--- src/rtl/sdm_decim_channel.sv ---
module sdm_decim_channel #(
  parameter int MIN_LOG2R = 6,
  parameter int MAX_LOG2R = 11,
  parameter int RES_W     = 24,
  parameter int SU_W      = 7,
  parameter int PRE_W     = 4
) (
  input  logic            clk,
  input  logic            rst_n,
  input  logic            mod_clk,
  input  logic            mod_bit,
  input  logic            master_en,
  input  logic            filt_en,
  input  logic            mod_en,
  input  logic            edge_fall,
  input  logic [2:0]      osr_sel,
  input  logic            cont_mode,
  input  logic            trig_hw_sel,
  input  logic            sw_trig,
  input  logic            hw_trig,
  input  logic            fmt_right,
  input  logic [SU_W-1:0] startup_cnt,
  input  logic            rd_ack,
  output logic [31:0]     result,
  output logic            ready,
  output logic            conv_done,
  output logic            overflow
);
  localparam int ACC_W  = 3*MAX_LOG2R + 3;
  localparam int WIDE_W = ACC_W + 8;
  localparam int NCODE  = MAX_LOG2R - MIN_LOG2R;
  localparam int PAD_W  = 32 - RES_W;
  localparam int CNT_W  = MAX_LOG2R;

  typedef enum logic {IDLE, RUN} st_t;

  st_t st;
  logic mclk_q, hw_q;
  logic en, se, trig, wrap, publish;
  logic [2:0] code;
  logic [CNT_W-1:0] dcnt, dlast;
  logic [PRE_W-1:0] pre;
  logic [SU_W-1:0] tick;
  logic [1:0] skip;
  logic signed [ACC_W-1:0] step, i1, i2, i3, d1, d2, d3, n1, n2, n3, k1, k2, k3;
  logic signed [WIDE_W-1:0] wide;
  logic signed [RES_W-1:0] res, sat;

  assign en    = master_en & filt_en & mod_en;
  assign se    = edge_fall ? (mclk_q & ~mod_clk) : (mod_clk & ~mclk_q);
  assign trig  = trig_hw_sel ? (hw_trig & ~hw_q) : sw_trig;
  assign code  = (osr_sel > 3'(NCODE)) ? 3'(NCODE) : osr_sel;
  assign dlast = CNT_W'((1 << (MIN_LOG2R + int'(code))) - 1);

  assign step = mod_bit ? ACC_W'(1) : '1;
  assign n1 = i1 + step;
  assign n2 = i2 + n1;
  assign n3 = i3 + n2;
  assign k1 = n3 - d1;
  assign k2 = k1 - d2;
  assign k3 = k2 - d3;

  assign wrap    = (st == RUN) && se && (dcnt == dlast);
  assign publish = wrap && (skip == 2'd0);

  always_comb begin
    wide = {{(WIDE_W-ACC_W){k3[ACC_W-1]}}, k3};
    if (3*(MIN_LOG2R + int'(code)) < RES_W-1)
      wide = wide <<< (RES_W-1 - 3*(MIN_LOG2R + int'(code)));
    else
      wide = wide >>> (3*(MIN_LOG2R + int'(code)) - (RES_W-1));
    if (!wide[WIDE_W-1] && |wide[WIDE_W-2:RES_W-1])
      sat = {1'b0, {(RES_W-1){1'b1}}};
    else if (wide[WIDE_W-1] && !(&wide[WIDE_W-2:RES_W-1]))
      sat = {1'b1, {(RES_W-1){1'b0}}};
    else
      sat = wide[RES_W-1:0];
  end

  assign result = fmt_right ? {{PAD_W{res[RES_W-1]}}, res} : {res, {PAD_W{1'b0}}};

  always_ff @(posedge clk or negedge rst_n) begin
    if (!rst_n) begin
      st <= IDLE; mclk_q <= 1'b0; hw_q <= 1'b0;
      ready <= 1'b0; conv_done <= 1'b0; overflow <= 1'b0;
      pre <= '0; tick <= '0; dcnt <= '0; skip <= '0; res <= '0;
      i1 <= '0; i2 <= '0; i3 <= '0; d1 <= '0; d2 <= '0; d3 <= '0;
    end else begin
      mclk_q <= mod_clk;
      hw_q   <= hw_trig;
      if (!en) begin
        st <= IDLE; ready <= 1'b0; pre <= '0; tick <= '0;
        conv_done <= 1'b0; overflow <= 1'b0;
      end else begin
        if (se && !ready) begin
          pre <= pre + 1'b1;
          if (&pre) begin
            if (tick == startup_cnt) ready <= 1'b1;
            else tick <= tick + 1'b1;
          end
        end
        if (st == IDLE) begin
          if (ready && trig) begin
            st <= RUN; dcnt <= '0; skip <= 2'd2;
            i1 <= '0; i2 <= '0; i3 <= '0; d1 <= '0; d2 <= '0; d3 <= '0;
          end
        end else if (se) begin
          i1 <= n1; i2 <= n2; i3 <= n3;
          if (wrap) begin
            dcnt <= '0;
            d1 <= n3; d2 <= k1; d3 <= k2;
            if (skip != 2'd0) skip <= skip - 2'd1;
            else begin
              res <= sat;
              if (!cont_mode) st <= IDLE;
            end
          end else begin
            dcnt <= dcnt + 1'b1;
          end
        end
        if (publish) begin
          conv_done <= 1'b1;
          if (rd_ack) overflow <= 1'b0;
          else if (conv_done) overflow <= 1'b1;
        end else if (rd_ack) begin
          conv_done <= 1'b0;
          overflow  <= 1'b0;
        end
      end
    end
  end

  a_r13_disable_clears: assert property (@(posedge clk) disable iff (!rst_n)
    !en |=> (!ready && !conv_done && !overflow));
  a_r5_ready_on_sample: assert property (@(posedge clk) disable iff (!rst_n)
    $rose(ready) |-> $past(se && en));
  a_r6_start_needs_trigger: assert property (@(posedge clk) disable iff (!rst_n)
    $rose(st == RUN) |-> $past(ready && trig));
  a_r7_done_on_sample: assert property (@(posedge clk) disable iff (!rst_n)
    $rose(conv_done) |-> $past(se));
  a_r10_read_clears: assert property (@(posedge clk) disable iff (!rst_n)
    (rd_ack && !publish) |=> (!conv_done && !overflow));
  a_r11_ovr_needs_done: assert property (@(posedge clk) disable iff (!rst_n)
    $rose(overflow) |-> $past(conv_done));
endmodule

--- config.mk ---
export PLATFORM = sky130hd
export DESIGN_NAME = sdm_decim_channel
export DESIGN_NICKNAME = d
export VERILOG_FILES = /design/src/rtl/sdm_decim_channel.sv
export SDC_FILE = /design/constraint.sdc
export NUM_CORES = 1
export LEC_CHECK = 0
export BUFFER_PORTS_ARGS = -buffer_cell sky130_fd_sc_hd__buf_2
export CORE_ASPECT_RATIO = 1.2
export CORE_MARGIN = 1.5
export CORE_UTILIZATION = 55
export CTS_CLUSTER_SIZE = 14
export DETAILED_ROUTE_END_ITERATION = 10
export PLACE_DENSITY = 0.71
export SYNTH_ARGS = -nofsm -noshare
export SYNTH_HDL_FRONTEND = slang
export SYNTH_SLANG_ARGS = --single-unit
--- constraint.sdc ---
create_clock -name clk -period 15.9 [get_ports clk]
set_clock_uncertainty 0.15 [all_clocks]
set_input_delay 0 -clock clk [delete_from_list [all_inputs] [get_ports clk]]
set_output_delay 0 -clock clk [all_outputs]
set_load 0.005 [all_outputs]
==> flow_results.org <==
** Outcome
- Outcome :: finished clean

** Synthesis
- Synthesis produced a netlist whose cell count is 3157.
- Of the synthesized area, sequential elements account for 0.269.
- Counting flops with a built-in enable in the synthesized netlist gives 0.
- Warnings, synthesis :: 0
- Syn avg cell area :: 7.96 um^2
- Synth Cell Area :: 25100 um^2
- By area the synthesized netlist is led by sky130_fd_sc_hd__dfrtp_1, sky130_fd_sc_hd__ha_1, sky130_fd_sc_hd__o21ai_0, sky130_fd_sc_hd__a21oi_1, sky130_fd_sc_hd__nand2_1.
- Proportion of register bits with asynchronous set or reset after synthesis :: 1.00
- Counting distinct cell types in the post-synthesis netlist gives 95.
- In this run, synthesis produced a sequential element count of 270.
- Cell type with the highest aggregate area in the netlist :: sky130_fd_sc_hd__dfrtp_1
- Fraction of post-synthesis cell area in the top cell type by area :: 0.269
- The number of nets handed over by synthesis was 3414.
- Most frequently used flop master after synthesis :: sky130_fd_sc_hd__dfrtp_1

** Drt
- Vias after detailed routing :: 24000
- Dividing the detail-routed via count by the number of cells gives 6.33.
- For this block, the initial DRC count from the detailed router was 1672.
- Wire length per cell :: 20.5 um
- Final wirelength :: 77.7 mm
- Remaining antenna violation count after routing :: 0
- The pre-antenna-repair detailed-routing pass consisted of 6 iterations.
- Post-route DRC :: 0

** Timing
- Rel. slew slack :: 0.176
- Setup tns final :: 0 ns
- Setup slack after layout :: 1.39 ns
- Slew @ Worst Pin :: 1.23 ns
- RSZ-0062 raised after global routing :: no
- Setup violations remaining at the end of the flow were counted as 0.
- Static timing analysis puts the maximum clock frequency at 68.9 MHz.
- The final-report hold violation count came to 0.
- Number of slew-limit violations in the final report :: 0
- Clock period minus worst slack :: 14.51 ns
- In the finished design, the share of the clock period the worst path needs comes to 0.913.

** Cells and area
- Once layout is complete, the cells apart from fillers number 3796.
- Fraction of final layout cells with drive strength greater than 1 :: 0.0693
- Summing all multi-input logic gate instances after layout gives 17200 um^2.
- Area overhead of the layout relative to synthesis :: 8.48%
- Across the whole layout, storage elements account for 6760 um^2.
- Final-stage net count :: 3421
- Filler Cell Count :: 3998
- Count of inserted antenna diode cells :: 0

** Critical path
- Among all stages on the critical path, the largest delay is contributed by sky130_fd_sc_hd__mux2i_1.
- Along the worst path, the maximum fanout reaches 9.
- Data arrives at the worst endpoint at 14.89 ns.
- WP data required :: 16.27 ns
- Kind of capture point of the worst setup path :: register
- Buffering stage count on the worst path with inverters included :: 1
- Critical Setup Path Class :: register to register
- The largest single stage delay on the critical path is 0.86 ns.
- The cell family contributing the most delay on the critical path is compound AO/OA/AOI/OAI gates.
- Counting stages on the worst path, the most repeated cell is sky130_fd_sc_hd__a21oi_1.
- The worst setup path is launched from a register.

** Placement
- Post-DP HPWL :: 56.4 mm
- Total placed cells including tap cells :: 3719
- DP Worst Slack :: 1.37 ns
- Gp weighted congestion :: 0.986
- During placement, the flow inserted port buffers numbering 58.

** Clock tree
- The tree is rooted in a sky130_fd_sc_hd__clkbuf_16.
- Buffer levels on the longest clock path :: 3
- TritonCTS buffer count :: 31
- Latest clock arrival within the worst-skew pair :: 0.61 ns
- TritonCTS built the clock tree.
- Clock transition at the registers of the reported paths :: 0.06 ns
- Buffers inserted during post-CTS setup optimization :: 0
- The clock drives 270 sinks.
- H-tree depth :: 1

** Die
- The region available for standard cell placement spans 45000 um^2.
- The floorplan step defined a die boundary enclosing 47000 um^2.
- For this configuration, the core starts out at a cell density of 0.558.
- Row Count :: 85
- From left edge to right edge, the die measures 198 um.
- Floorplan die height :: 237 um
- I/O Pins :: 59

** Pwr
- IR Drop Worst-Case VDD :: 80.8 uV
- Areal power density over the cells :: 71.4 nW/um^2
- Leakage dissipation :: 13.4 nW

** GRT
- Global-route total usage across every layer :: 0.329
- Entering global routing, the biggest net connects 166 pins.
- Number of global-route vias before repair :: 24200
- Wire length of the first global-routing pass :: 124 mm
- The number of antenna violations at the first check in global routing was 0.
- Total grt overflow :: 0

** Min path
- Worst min-delay path class :: primary input to register

** Run
- The tool flagged a number of max-cap violations equal to 0.
tightest hold or removal path: stages:
cell and delay (ns):
sky130_fd_sc_hd__buf_2 0.08, sky130_fd_sc_hd__xor2_1 0.13, sky130_fd_sc_hd__nor4_1 0.08, sky130_fd_sc_hd__nor2_1 0.30
sky130_fd_sc_hd__xnor2_1 0.11, sky130_fd_sc_hd__nor2_1 0.09
layer usage:
metal / GRT usage / vias to the layer above / wire length, um
li1: - / 11500 / -
met3: 0.0387 / 258 / 3860
met2: 0.596 / 766 / 38800
met4: 0.194 / 0 / 4900
met5: 0 / - / 0
met1: 0.367 / 11500 / 30200
synth_stat cells, drive strengths merged (30+ instances only):
| master | instances |
|---|---|
| xnor2 | 131 |
| dfrtp | 270 |
| ha | 227 |
| a22o | 110 |
| nand3 | 68 |
| inv | 188 |
| clkbuf | 121 |
| a21o | 102 |
| a21oi | 245 |
| o22ai | 43 |
| a211oi | 34 |
| nor2 | 295 |
| and3 | 30 |
| xor2 | 72 |
| nand2b | 37 |
| o21a | 33 |
| nand2 | 312 |
| nand4 | 32 |
| nor3 | 73 |
| o211ai | 33 |
| o21ai | 277 |
cell type report:
type,instances,area share
Inverter,190,0.0262
Tap cell,609,0.0280
Timing Repair Buffer,115,0.0298
Clock inverter,15,0.00680
Clock buffer,41,0.0317
Multi-Input combinational cell,2556,0.630
Sequential cell,270,0.248
report_power, final:
| part | internal (mW) | total, mW | switching [mW] |
|---|---|---|---|
| Combinational | 0.170 | 0.508 | 0.338 |
| Clock | 0.444 | 0.749 | 0.306 |
| Sequential | 0.687 | 0.688 | 0.000143 |
| Total | 1.30 | 1.95 | 0.644 |
registers in the layout (all words and copies together) (netlist names), 2 cells and up:
| register | cells |
|---|---|
| i2 | 36 |
| dcnt | 11 |
| res | 24 |
| d2 | 36 |
| i3 | 36 |
| skip | 2 |
| d1 | 36 |
| d3 | 36 |
| tick | 7 |
| pre | 4 |
| i1 | 36 |
cells by family (layout without fill, tap and decap cells):
logic type      Yosys count  count (layout)  share of synthesized area
fa+ha+maj               233             233                      0.118
compound gates         1115            1115                      0.295
xor+xnor                204             204                     0.0734
mux                      43              43                     0.0180
simple gates            961             961                      0.177
buf+inv                 331             361                     0.0501
flops                   270             270                      0.269
through the flow:
step            util  hold WS, ns  power (mW)  cell area (um^2)
6_report       0.606       0.0776        1.95             27200
5_1_grt        0.606       0.0883        2.03             27200
4_1_cts        0.606       0.0227        1.95             27200
3_5_place_dp   0.577      -0.0406        1.19             26000
3_3_place_gp   0.577      -0.0440        1.19             26000
2_1_floorplan      -       -0.446        1.05             25100
worst paths after layout:
kind / start / to / slack (ns) / cells after the start
setup / recovery: i1[0]$_DFFE_PN0P_ / res[4]$_DFFE_PN0P_ / 1.39 / 58
hold reg to reg: d3[0]$_DFFE_PN0P_ / d3[0]$_DFFE_PN0P_ / 0.33 / 2
hold / removal: startup_cnt[6] / tick[0]$_DFFE_PN0P_ / 0.08 / 6
setup reg to reg: i1[0]$_DFFE_PN0P_ / res[4]$_DFFE_PN0P_ / 1.39 / 58
min in group asynchronous: rst_n / mclk_q$_DFF_PN0_ / 0.47 / 4
max in group asynchronous: rst_n / d3[33]$_DFFE_PN0P_ / 14.30 / 4
cells in the final DEF (no fill, tap or decap), types with 24 or more instances in the layout:
| cell type | synthesis | final |
|---|---|---|
| sky130_fd_sc_hd__a21oi_1 | 244 | 243 |
| sky130_fd_sc_hd__xor2_1 | 70 | 70 |
| sky130_fd_sc_hd__o211ai_1 | 32 | 32 |
| sky130_fd_sc_hd__nand2b_1 | 37 | 37 |
| sky130_fd_sc_hd__o21a_1 | 33 | 33 |
| sky130_fd_sc_hd__nor2_1 | 294 | 289 |
| sky130_fd_sc_hd__dfrtp_1 | 270 | 270 |
| sky130_fd_sc_hd__a211oi_1 | 32 | 32 |
| sky130_fd_sc_hd__inv_1 | 188 | 188 |
| sky130_fd_sc_hd__a22o_1 | 110 | 110 |
| sky130_fd_sc_hd__nand2_1 | 310 | 310 |
| sky130_fd_sc_hd__a21o_1 | 102 | 101 |
| sky130_fd_sc_hd__xnor2_1 | 129 | 127 |
| sky130_fd_sc_hd__clkbuf_16 | 0 | 31 |
| sky130_fd_sc_hd__buf_2 | 3 | 57 |
| sky130_fd_sc_hd__o22ai_1 | 43 | 43 |
| sky130_fd_sc_hd__and3_1 | 30 | 30 |
| sky130_fd_sc_hd__mux2i_1 | 25 | 25 |
| sky130_fd_sc_hd__o21ai_0 | 271 | 271 |
| sky130_fd_sc_hd__buf_4 | 1 | 35 |
| sky130_fd_sc_hd__nor3_1 | 65 | 65 |
| sky130_fd_sc_hd__nand4_1 | 32 | 32 |
| sky130_fd_sc_hd__nand3_1 | 68 | 68 |
| sky130_fd_sc_hd__and2_1 | 25 | 24 |
| sky130_fd_sc_hd__ha_1 | 227 | 227 |
timing repair:
action	CTS	global route
resized for setup	0	1
hold buffers	21	0
endpoints found under the hold margin	124	0
setup endpoints to repair	0	11
No activity file was read; power rests on OpenSTA's default activity.
